File: src/rtl/tapProbePkg.sv
package tapProbePkg;

  typedef struct packed {
    logic clear;     // start accepted: reload instruction, clear results
    logic irWin;     // an instruction bit is on the serial line
    logic irShift;   // falling tck closing an instruction bit
    logic drSample;  // rising tck inside the identity scan
    logic finish;    // falling tck closing the last step
  } probeStrobe_t;

endpackage

File: src/rtl/tapProbeCtrl.sv
module tapProbeCtrl
  import tapProbePkg::*;
#(
  parameter int DIV_W     = 8,
  parameter int IR_LEN    = 5,
  parameter int ID_W      = 32,
  parameter int IDLE_LEN  = 4,
  parameter int RESET_LEN = 5
) (
  input  logic             clk,
  input  logic             rstN,
  input  logic             start,
  input  logic [DIV_W-1:0] divLimit,
  output logic             tck,
  output logic             tms,
  output probeStrobe_t     stb
);

  localparam int S_IDL1 = RESET_LEN;
  localparam int S_TOIR = S_IDL1 + IDLE_LEN;
  localparam int S_IR   = S_TOIR + 4;
  localparam int S_UIR  = S_IR + IR_LEN;
  localparam int S_IDL2 = S_UIR + 1;
  localparam int S_TODR = S_IDL2 + IDLE_LEN;
  localparam int S_DR   = S_TODR + 3;
  localparam int S_UDR  = S_DR + ID_W;
  localparam int S_IDL3 = S_UDR + 1;
  localparam int S_END  = S_IDL3 + IDLE_LEN;
  localparam int STEP_W = $clog2(S_END + 1);

  logic              running;
  logic              tckR;
  logic [DIV_W-1:0]  divCnt;
  logic [STEP_W-1:0] stepIdx;
  logic              tick;
  int                stepNum;

  function automatic logic tmsOf(input int s);
    if (s < S_IDL1)      return 1'b1;
    else if (s < S_TOIR) return 1'b0;
    else if (s < S_IR)   return (s < S_TOIR + 2);
    else if (s < S_UIR)  return (s == S_UIR - 1);
    else if (s < S_IDL2) return 1'b1;
    else if (s < S_TODR) return 1'b0;
    else if (s < S_DR)   return (s == S_TODR);
    else if (s < S_UDR)  return (s == S_UDR - 1);
    else if (s < S_IDL3) return 1'b1;
    else                 return 1'b0;
  endfunction

  assign stepNum = int'(stepIdx);
  assign tick    = running && (divCnt >= divLimit);

  always_ff @(posedge clk or negedge rstN) begin
    if (!rstN) begin
      running <= 1'b0;
      tckR    <= 1'b0;
      divCnt  <= '0;
      stepIdx <= '0;
    end else if (!running) begin
      if (start) begin
        running <= 1'b1;
        stepIdx <= '0;
        divCnt  <= '0;
      end
    end else if (tick) begin
      divCnt <= '0;
      tckR   <= ~tckR;
      if (tckR) begin
        if (stepNum == S_END - 1) running <= 1'b0;
        else                      stepIdx <= stepIdx + 1'b1;
      end
    end else begin
      divCnt <= divCnt + 1'b1;
    end
  end

  always_comb begin
    stb.clear    = !running && start;
    stb.irWin    = running && (stepNum >= S_IR) && (stepNum < S_UIR);
    stb.irShift  = tick && tckR && stb.irWin;
    stb.drSample = tick && !tckR && (stepNum >= S_DR) && (stepNum < S_UDR);
    stb.finish   = tick && tckR && (stepNum == S_END - 1);
  end

  assign tck = tckR;
  assign tms = running && tmsOf(stepNum);

  AST_STEP_RANGE: assert property (@(posedge clk) disable iff (!rstN)
    stepNum < S_END);
  AST_TCK_PARKED: assert property (@(posedge clk) disable iff (!rstN)
    !running |-> !tckR);
  AST_TMS_HELD_HIGH: assert property (@(posedge clk) disable iff (!rstN)
    tckR |-> $stable(tms));
  AST_BUSY_IGNORES_START: assert property (@(posedge clk) disable iff (!rstN)
    running && start && !tick |=> $stable(stepIdx));

endmodule

File: src/rtl/tapProbeData.sv
module tapProbeData
  import tapProbePkg::*;
#(
  parameter int                IR_LEN  = 5,
  parameter int                ID_W    = 32,
  parameter logic [IR_LEN-1:0] IR_CODE = 5'b01100
) (
  input  logic            clk,
  input  logic            rstN,
  input  probeStrobe_t    stb,
  input  logic            tdo,
  input  logic [ID_W-1:0] expectId,
  output logic            tdi,
  output logic            done,
  output logic            pass,
  output logic [ID_W-1:0] capturedId
);

  logic [IR_LEN-1:0] irSr;
  logic [ID_W-1:0]   idSr;
  logic              doneR;
  logic              passR;

  always_ff @(posedge clk or negedge rstN) begin
    if (!rstN) begin
      irSr  <= '0;
      idSr  <= '0;
      doneR <= 1'b0;
      passR <= 1'b0;
    end else if (stb.clear) begin
      irSr  <= IR_CODE;
      idSr  <= '0;
      doneR <= 1'b0;
      passR <= 1'b0;
    end else begin
      if (stb.irShift)  irSr <= {1'b0, irSr[IR_LEN-1:1]};
      if (stb.drSample) idSr <= {tdo, idSr[ID_W-1:1]};
      if (stb.finish) begin
        doneR <= 1'b1;
        passR <= (idSr == expectId);
      end
    end
  end

  assign tdi        = stb.irWin & irSr[0];
  assign done       = doneR;
  assign pass       = passR;
  assign capturedId = idSr;

  AST_PASS_NEEDS_DONE: assert property (@(posedge clk) disable iff (!rstN)
    passR |-> doneR);
  AST_RESULT_HOLD: assert property (@(posedge clk) disable iff (!rstN)
    doneR && !stb.clear |=> doneR && $stable(idSr) && $stable(passR));
  AST_NO_SCAN_AFTER_DONE: assert property (@(posedge clk) disable iff (!rstN)
    doneR |-> !stb.drSample && !stb.irShift);

endmodule

File: src/rtl/tapIdProbe.sv
module tapIdProbe
  import tapProbePkg::*;
#(
  parameter int                DIV_W     = 8,
  parameter int                ID_W      = 32,
  parameter int                IR_LEN    = 5,
  parameter logic [IR_LEN-1:0] IR_CODE   = 5'b01100,
  parameter int                IDLE_LEN  = 4,
  parameter int                RESET_LEN = 5
) (
  input  logic             clk,
  input  logic             rstN,
  input  logic             start,
  input  logic [DIV_W-1:0] divLimit,
  input  logic [ID_W-1:0]  expectId,
  input  logic             tdo,
  output logic             tck,
  output logic             tms,
  output logic             tdi,
  output logic             done,
  output logic             pass,
  output logic [ID_W-1:0]  capturedId
);

  probeStrobe_t stb;

  tapProbeCtrl #(
    .DIV_W(DIV_W), .IR_LEN(IR_LEN), .ID_W(ID_W),
    .IDLE_LEN(IDLE_LEN), .RESET_LEN(RESET_LEN)
  ) uCtrl (
    .clk(clk), .rstN(rstN), .start(start), .divLimit(divLimit),
    .tck(tck), .tms(tms), .stb(stb)
  );

  tapProbeData #(
    .IR_LEN(IR_LEN), .ID_W(ID_W), .IR_CODE(IR_CODE)
  ) uData (
    .clk(clk), .rstN(rstN), .stb(stb), .tdo(tdo), .expectId(expectId),
    .tdi(tdi), .done(done), .pass(pass), .capturedId(capturedId)
  );

endmodule

File: config.mk
export PLATFORM = sky130hd
export DESIGN_NAME = tapIdProbe
export DESIGN_NICKNAME = d
export VERILOG_FILES = /design/src/rtl/tapProbePkg.sv /design/src/rtl/tapProbeCtrl.sv /design/src/rtl/tapProbeData.sv /design/src/rtl/tapIdProbe.sv
export SDC_FILE = /design/constraint.sdc
export NUM_CORES = 1
export LEC_CHECK = 0
export ABC_AREA = 0
export CORE_ASPECT_RATIO = 1.75
export CORE_MARGIN = 10
export CORE_UTILIZATION = 60
export DETAILED_ROUTE_END_ITERATION = 7
export DONT_BUFFER_PORTS = 1
export PLACE_DENSITY = 0.76
export SYNTH_ARGS = -nofsm -noshare
export SYNTH_HDL_FRONTEND = slang
export SYNTH_SLANG_ARGS = --single-unit
File: constraint.sdc
create_clock -name clk -period 5.2 [get_ports clk]
set_input_delay 1.3 -clock clk [delete_from_list [all_inputs] [get_ports clk]]
set_output_delay 1.3 -clock clk [all_outputs]
set_load 0.1 [all_outputs]
Yosys cells after proc, flatten, opt, wreduce, memory -nomap -nowiden
Index checks and enable logic that the tools add are counted.

Bits in registers: 55. Bits of input ports: 44. Output and inout port bits: 37. Word-level logic and storage cells: 82.

$add $sub $neg: 2. Magnitude comparators: 13. Equality and inequality tests: 8. Muxes and demuxes: 30. Bitwise logic cells: 2. Reductions and logical operators: 19.

Operator list (number): $mux W32 (2); $eq A32 B32 Y1 (1); $mux W6 (5); $lt A6 B5 Y1 const B (4); $mux W8 (3); $lt A6 B4 Y1 const B (3); $mux W1 (18); $eq A6 B6 Y1 const B (2); $lt A6 B6 Y1 const B (2); $logic_and A1 B1 Y1 (11); $mux W5 (2); $add A8 B1 Y8 const B (1); $ge A8 B8 Y1 (1); $reduce_bool A2 Y1 (4); $add A6 B1 Y6 const B (1); $eq A6 B2 Y1 const B (1); $eq A6 B4 Y1 const B (1); $ge A6 B4 Y1 const B (1); $ge A6 B5 Y1 const B (1); $lt A6 B3 Y1 const B (1); $ne A2 B2 Y1 const B (3); $reduce_and A4 Y1 (1); $logic_not A1 Y1 (2); $reduce_and A2 Y1 (1); other kinds (2) (2).

Depth between registers and ports, before layout
Word-level depth: 11. Mapped depth: 9. Depth with buffers taken out: 7.

By module
From an unflattened synthesis, not the netlist that was laid out.

Cell total of the unflattened synthesis: 309. Area, all modules: 3144.3 um^2.

By module, submodules not included: tapProbeData (times used 1, cells an instance 167, area each 1858.0 um^2, sequential area each 950.9 um^2); tapProbeCtrl (times used 1, cells an instance 142, area each 1286.2 um^2, sequential area each 400.4 um^2).

Worst setup path before layout
OpenSTA, ideal clock, no wires.

Kind: reg2out. Start: register uCtrl.stepIdx[3]. End: output port tdi. Arrival time: 4.205 ns. Required time: 3.900 ns. Slack: -0.305 ns. Cell stages (with the launch flop): 5. Buffers on the path: 1. Cell sequence: dfrtp_1 > buf_6 > or4b_1 > o31a_1 > nor4b_1.

Cells in the longest elaborated chain, start to end: 4. Elaborated cells on any way between the ends: 5. Those cells by class: 2 x order compare; 1 x bitwise; 2 x reduce/logical.

Ends and longest elaborated chain: from (decl) (RTL line tapProbeCtrl.sv:34) `logic [STEP_W-1:0] stepIdx;`; from (signal assigned) (RTL line tapProbeCtrl.sv:71) `else stepIdx <= stepIdx + 1'b1;`; $ge A6 B4 Y1 (RTL line tapProbeCtrl.sv:80) `stb.irWin = running && (stepNum >= S_IR) && (stepNum < S_UIR);`; $logic_and A1 B1 Y1 (RTL line tapProbeCtrl.sv:80); $logic_and A1 B1 Y1 (*) (RTL line tapProbeCtrl.sv:80); $and A1 B1 Y1 (*) (RTL line tapProbeData.sv:45) `assign tdi = stb.irWin & irSr[0];`; to (decl) (RTL line tapIdProbe.sv:19) `output logic tdi,`.

Every way passes the cells marked *; elsewhere a longest branch is shown, timed or not.

Final worst setup path
Start: register uCtrl.stepIdx[1]. End: output port tms.

Cells in the longest elaborated chain, start to end: 11. Elaborated cells on any way between the ends: 23. Those cells by class: 10 x order compare; 3 x eq/ne; 9 x mux; 1 x reduce/logical.

Ends and longest elaborated chain: $lt A6 B6 Y1 (RTL line tapProbeCtrl.sv:47) `else if (s < S_IDL3) return 1'b1;`; $mux W1 (RTL line tapProbeCtrl.sv:47); $mux W1 (RTL line tapProbeCtrl.sv:46) `else if (s < S_UDR) return (s == S_UDR - 1);`; $mux W1 (RTL line tapProbeCtrl.sv:45) `else if (s < S_DR) return (s == S_TODR);`; $mux W1 (RTL line tapProbeCtrl.sv:44) `else if (s < S_TODR) return 1'b0;`; $mux W1 (RTL line tapProbeCtrl.sv:43) `else if (s < S_IDL2) return 1'b1;`; $mux W1 (RTL line tapProbeCtrl.sv:42) `else if (s < S_UIR) return (s == S_UIR - 1);`; $mux W1 (RTL line tapProbeCtrl.sv:41) `else if (s < S_IR) return (s < S_TOIR + 2);`; $mux W1 (RTL line tapProbeCtrl.sv:40) `else if (s < S_TOIR) return 1'b0;`; $mux W1 (*) (RTL line tapProbeCtrl.sv:39) `if (s < S_IDL1) return 1'b1;`; $logic_and A1 B1 Y1 (*) (RTL line tapProbeCtrl.sv:87) `assign tms = running && tmsOf(stepNum);`; to (decl) (RTL line tapIdProbe.sv:18) `output logic tms,`.

Marks and branches as above.

==> flow_summary.json <==
{
  "status": "completed",
  "diodes": 0,
  "grt_first_pass_wirelength_mm": 12.8,
  "yosys-top-cells-area": "dfrtp_1 44%, xnor2_1 9.9%, nand3_1 6.6%, o21ai_0 6.0%, nand2_1 5.4%",
  "htree_levels": 2,
  "yosys-top-cells-count": "54 x dfrtp_1, 45 x nand2_1, 41 x nand3_1, 37 x o21ai_0, 35 x xnor2_1",
  "dp_hpwl_mm": 5.81,
  "comb_power_share_pct": 28.9,
  "post-place-ws_ns": 1.54,
  "die_y_microns": 115,
  "gp_congestion": 0.849,
  "routed_wl_mm": 7.84,
  "internal-power_mw": 0.766,
  "worstHoldPathCells": 1,
  "yosys_warnings": 0,
  "finalInstanceArea_sq_mm": 0.00327,
  "switching_power_mw": 0.460,
  "rr_startpoint": "uCtrl.divCnt[5]",
  "skew_ns": 0.0113,
  "fmax_ghz": 0.269,
  "worstSetupPathType": "reg -> out",
  "grt_antenna_before_repair": 0,
  "routedWlPerCell_microns": 20.1,
  "grt-ovfl-total": 0,
  "dieWidth_microns": 74.4,
  "ios": 81,
  "met1_length_mm": 2.86,
  "cts_tree": "yes",
  "vias": 2450,
  "drv_cap": 0,
  "avgSynthCellArea_sq_um": 9.00,
  "routed_via_density": 6.27,
  "hold_viol_final": 0,
  "hold_class": "reg -> reg",
  "synth_edf_count": 0,
  "hold_path_end": "uCtrl.divCnt[3]",
  "mappedNetlistNets": 402,
  "drive_above_1_share_pct": 6.23,
  "start_kind": "flip-flop",
  "final-setup-viol-count": 0,
  "cts_setup_buffers": 0,
  "io_buffers": 0,
  "start_util_pct": 62.4,
  "peakVddDrop_v": 0.000289,
  "drc": 0,
  "seq_power_share_pct": 46.5,
  "crit_chain": "inv_1 > ha_1 > nor2_1 > a211oi_1 > a21oi_1 > a221oi_4",
  "rsz0062_at_grt": "false",
  "cts-resized-gates": 0,
  "setup-tns-final_ns": 0,
  "critical_path.endpoint_type": "primary output",
  "fin_crit_ns": 3.71,
  "wl_met2_mm": 4.30,
  "track_usage_pct": 18.5,
  "antenna_left": 0,
  "utilization_pct": 65.6,
  "netlist_instances": 345,
  "timing.hold.ws_ns": 0.531,
  "critical-path-slowest-cell": "a221oi_4",
  "top_layer_used": "met4",
  "cts_hold_buffers": 0,
  "timing.slew.headroom_pct": 31.0,
  "grt_max_degree": 55,
  "crit_required_ns": 3.90,
  "p_sw_share_pct": 37.5,
  "async_flop_share_pct": 100,
  "synth_cell_type_count": 42,
  "die-area_sq_mm": 0.00856,
  "coreArea_sq_mm": 0.00498,
  "met3WireLength_microns": 552,
  "clk_pin_slew_ns": 0.10,
  "first_pass_iters": 4,
  "p_clk_share_pct": 24.6,
  "drt_iter0_drc": 138,
  "setup_slack_ns": 1.49,
  "period_share_pct": 71.4,
  "arrival_ns": 2.41,
  "netlist_area_sq_mm": 0.00310,
  "r2r_cells": 7,
  "cts_buffer_depth": 2,
  "synth_most_common_cell": "dfrtp_1",
  "root_buffer": "clkbuf_8",
  "r2r_end": "uData.capturedId[24]",
  "ys_seq_elements": 54,
  "ys_seq_area_share_pct": 43.5,
  "drv_slew": 0,
  "p_leak_nw": 1.39,
  "synthToLayoutAreaGrowth_pct": 5.20,
  "yosys.area.top_type": "dfrtp_1",
  "p_per_area_mw_per_mm2": 375,
  "synthFlopType": "dfrtp_1",
  "num_rows": 34,
  "worstSkewPairLatency_ns": 0.31,
  "num-nets-final": 393,
  "place_area_sq_mm": 0.00314,
  "first_global_vias": 2517,
  "worstMarginPinSlew_ns": 1.04,
  "worstHoldStart": "uCtrl.divCnt[3]",
  "numClockSinks": 54,
  "cts_buffers": 5,
  "r2r_slack_ns": 2.33,
  "crit_fanout": 8,
  "netlist.area_leader.share_pct": 43.5,
  "critPathMaxStageDelay_ns": 0.95
}
[placed cells by master (no fill, tap or decap), types with 3 or more instances in the layout]
cell      netlist  final
xnor2_1        35     35
a22o_1          3      3
dfrtp_1        54     54
o21ai_0        37     37
nand2_1        45     45
a21oi_1        12     12
nand4_1         9      9
nor2_1          7      7
ha_1           13     13
nand3_1        41     41
inv_1          13     13
mux2i_1         6      6
and3_1          6      6
nand2b_1        5      5
nor3_1          5      5
buf_4           0      4
clkbuf_8        0      6
o21ai_1         3      3
a31oi_1         4      4
[sequential cells by signal, indices dropped and copies added (netlist names)]
name and count:
uData.capturedId 32, uData.pass 1, uCtrl.stepIdx 6, uCtrl.running 1, uCtrl.tck 1, uCtrl.divCnt 8, uData.done 1, uData.irSr 4
[per-layer routing]
metal	vias up	GRT usage [%]
met5	-	0
met4	0	6.62
met3	9	5.18
met2	76	31.2
met1	1189	21.6
li1	1176	-
[power groups by stage]
| stage | logic, mW | registers, mW | clock network, mW |
|---|---|---|---|
| 4_1_cts | 0.355 | 0.569 | 0.303 |
| 3_3_place_gp | 0.345 | 0.576 | 0 |
| 3_5_place_dp | 0.353 | 0.577 | 0 |
| 5_1_grt | 0.406 | 0.580 | 0.321 |
| 6_report | 0.354 | 0.569 | 0.302 |
| 2_1_floorplan | 0.303 | 0.551 | 0 |
[critical path: cells and delay by family (launching register included)]
kind	cells	cell delay [ns]
compound gates	3	1.28
flops	1	0.47
fa+ha+maj	1	0.18
buf+inv	1	0.15
simple gates	1	0.04
[how the worst max path moves through the flow]
| stage | start | to | slack (ns) | depth (start not counted) |
|---|---|---|---|---|
| after floorplan | uCtrl.stepIdx[1] | tms | 0.59 | 6 |
| after global placement | divLimit[5] | uData.capturedId[14] | 1.56 | 8 |
| after detailed placement | divLimit[7] | uData.capturedId[10] | 1.54 | 8 |
| after CTS | uCtrl.stepIdx[1] | tms | 1.48 | 6 |
| after global routing | uCtrl.stepIdx[1] | tms | 1.31 | 6 |
| final | uCtrl.stepIdx[1] | tms | 1.49 | 6 |
[final cells by class]
cell class / instances / area (sq um)
Clock inverter: 2 / 38.8
Clock buffer: 6 / 82.6
Tap cell: 54 / 67.6
Timing Repair Buffer: 4 / 30.0
Inverter: 14 / 52.6
Sequential cell: 54 / 1350
Fill cell: 448 / 1710
Multi-Input combinational cell: 257 / 1640
[logic make-up after synthesis]
| family | Yosys count | synth area share, % |
|---|---|---|
| adders and majority gates | 13 | 5.24 |
| muxes | 8 | 2.66 |
| DFF | 54 | 43.5 |
| xor gates and xnor gates | 36 | 10.2 |
| AOI/OAI and AO/OA | 68 | 12.5 |
| buffers and inverters | 34 | 4.76 |
| and+or+nand+nor | 132 | 21.2 |
[metrics by stage]
stage	instances	power, mW
floorplan	345	0.854
global placement	383	0.921
detailed placement	383	0.930
CTS	391	1.23
global route	391	1.31
finish	391	1.23
(Power assumes the default switching activity.)
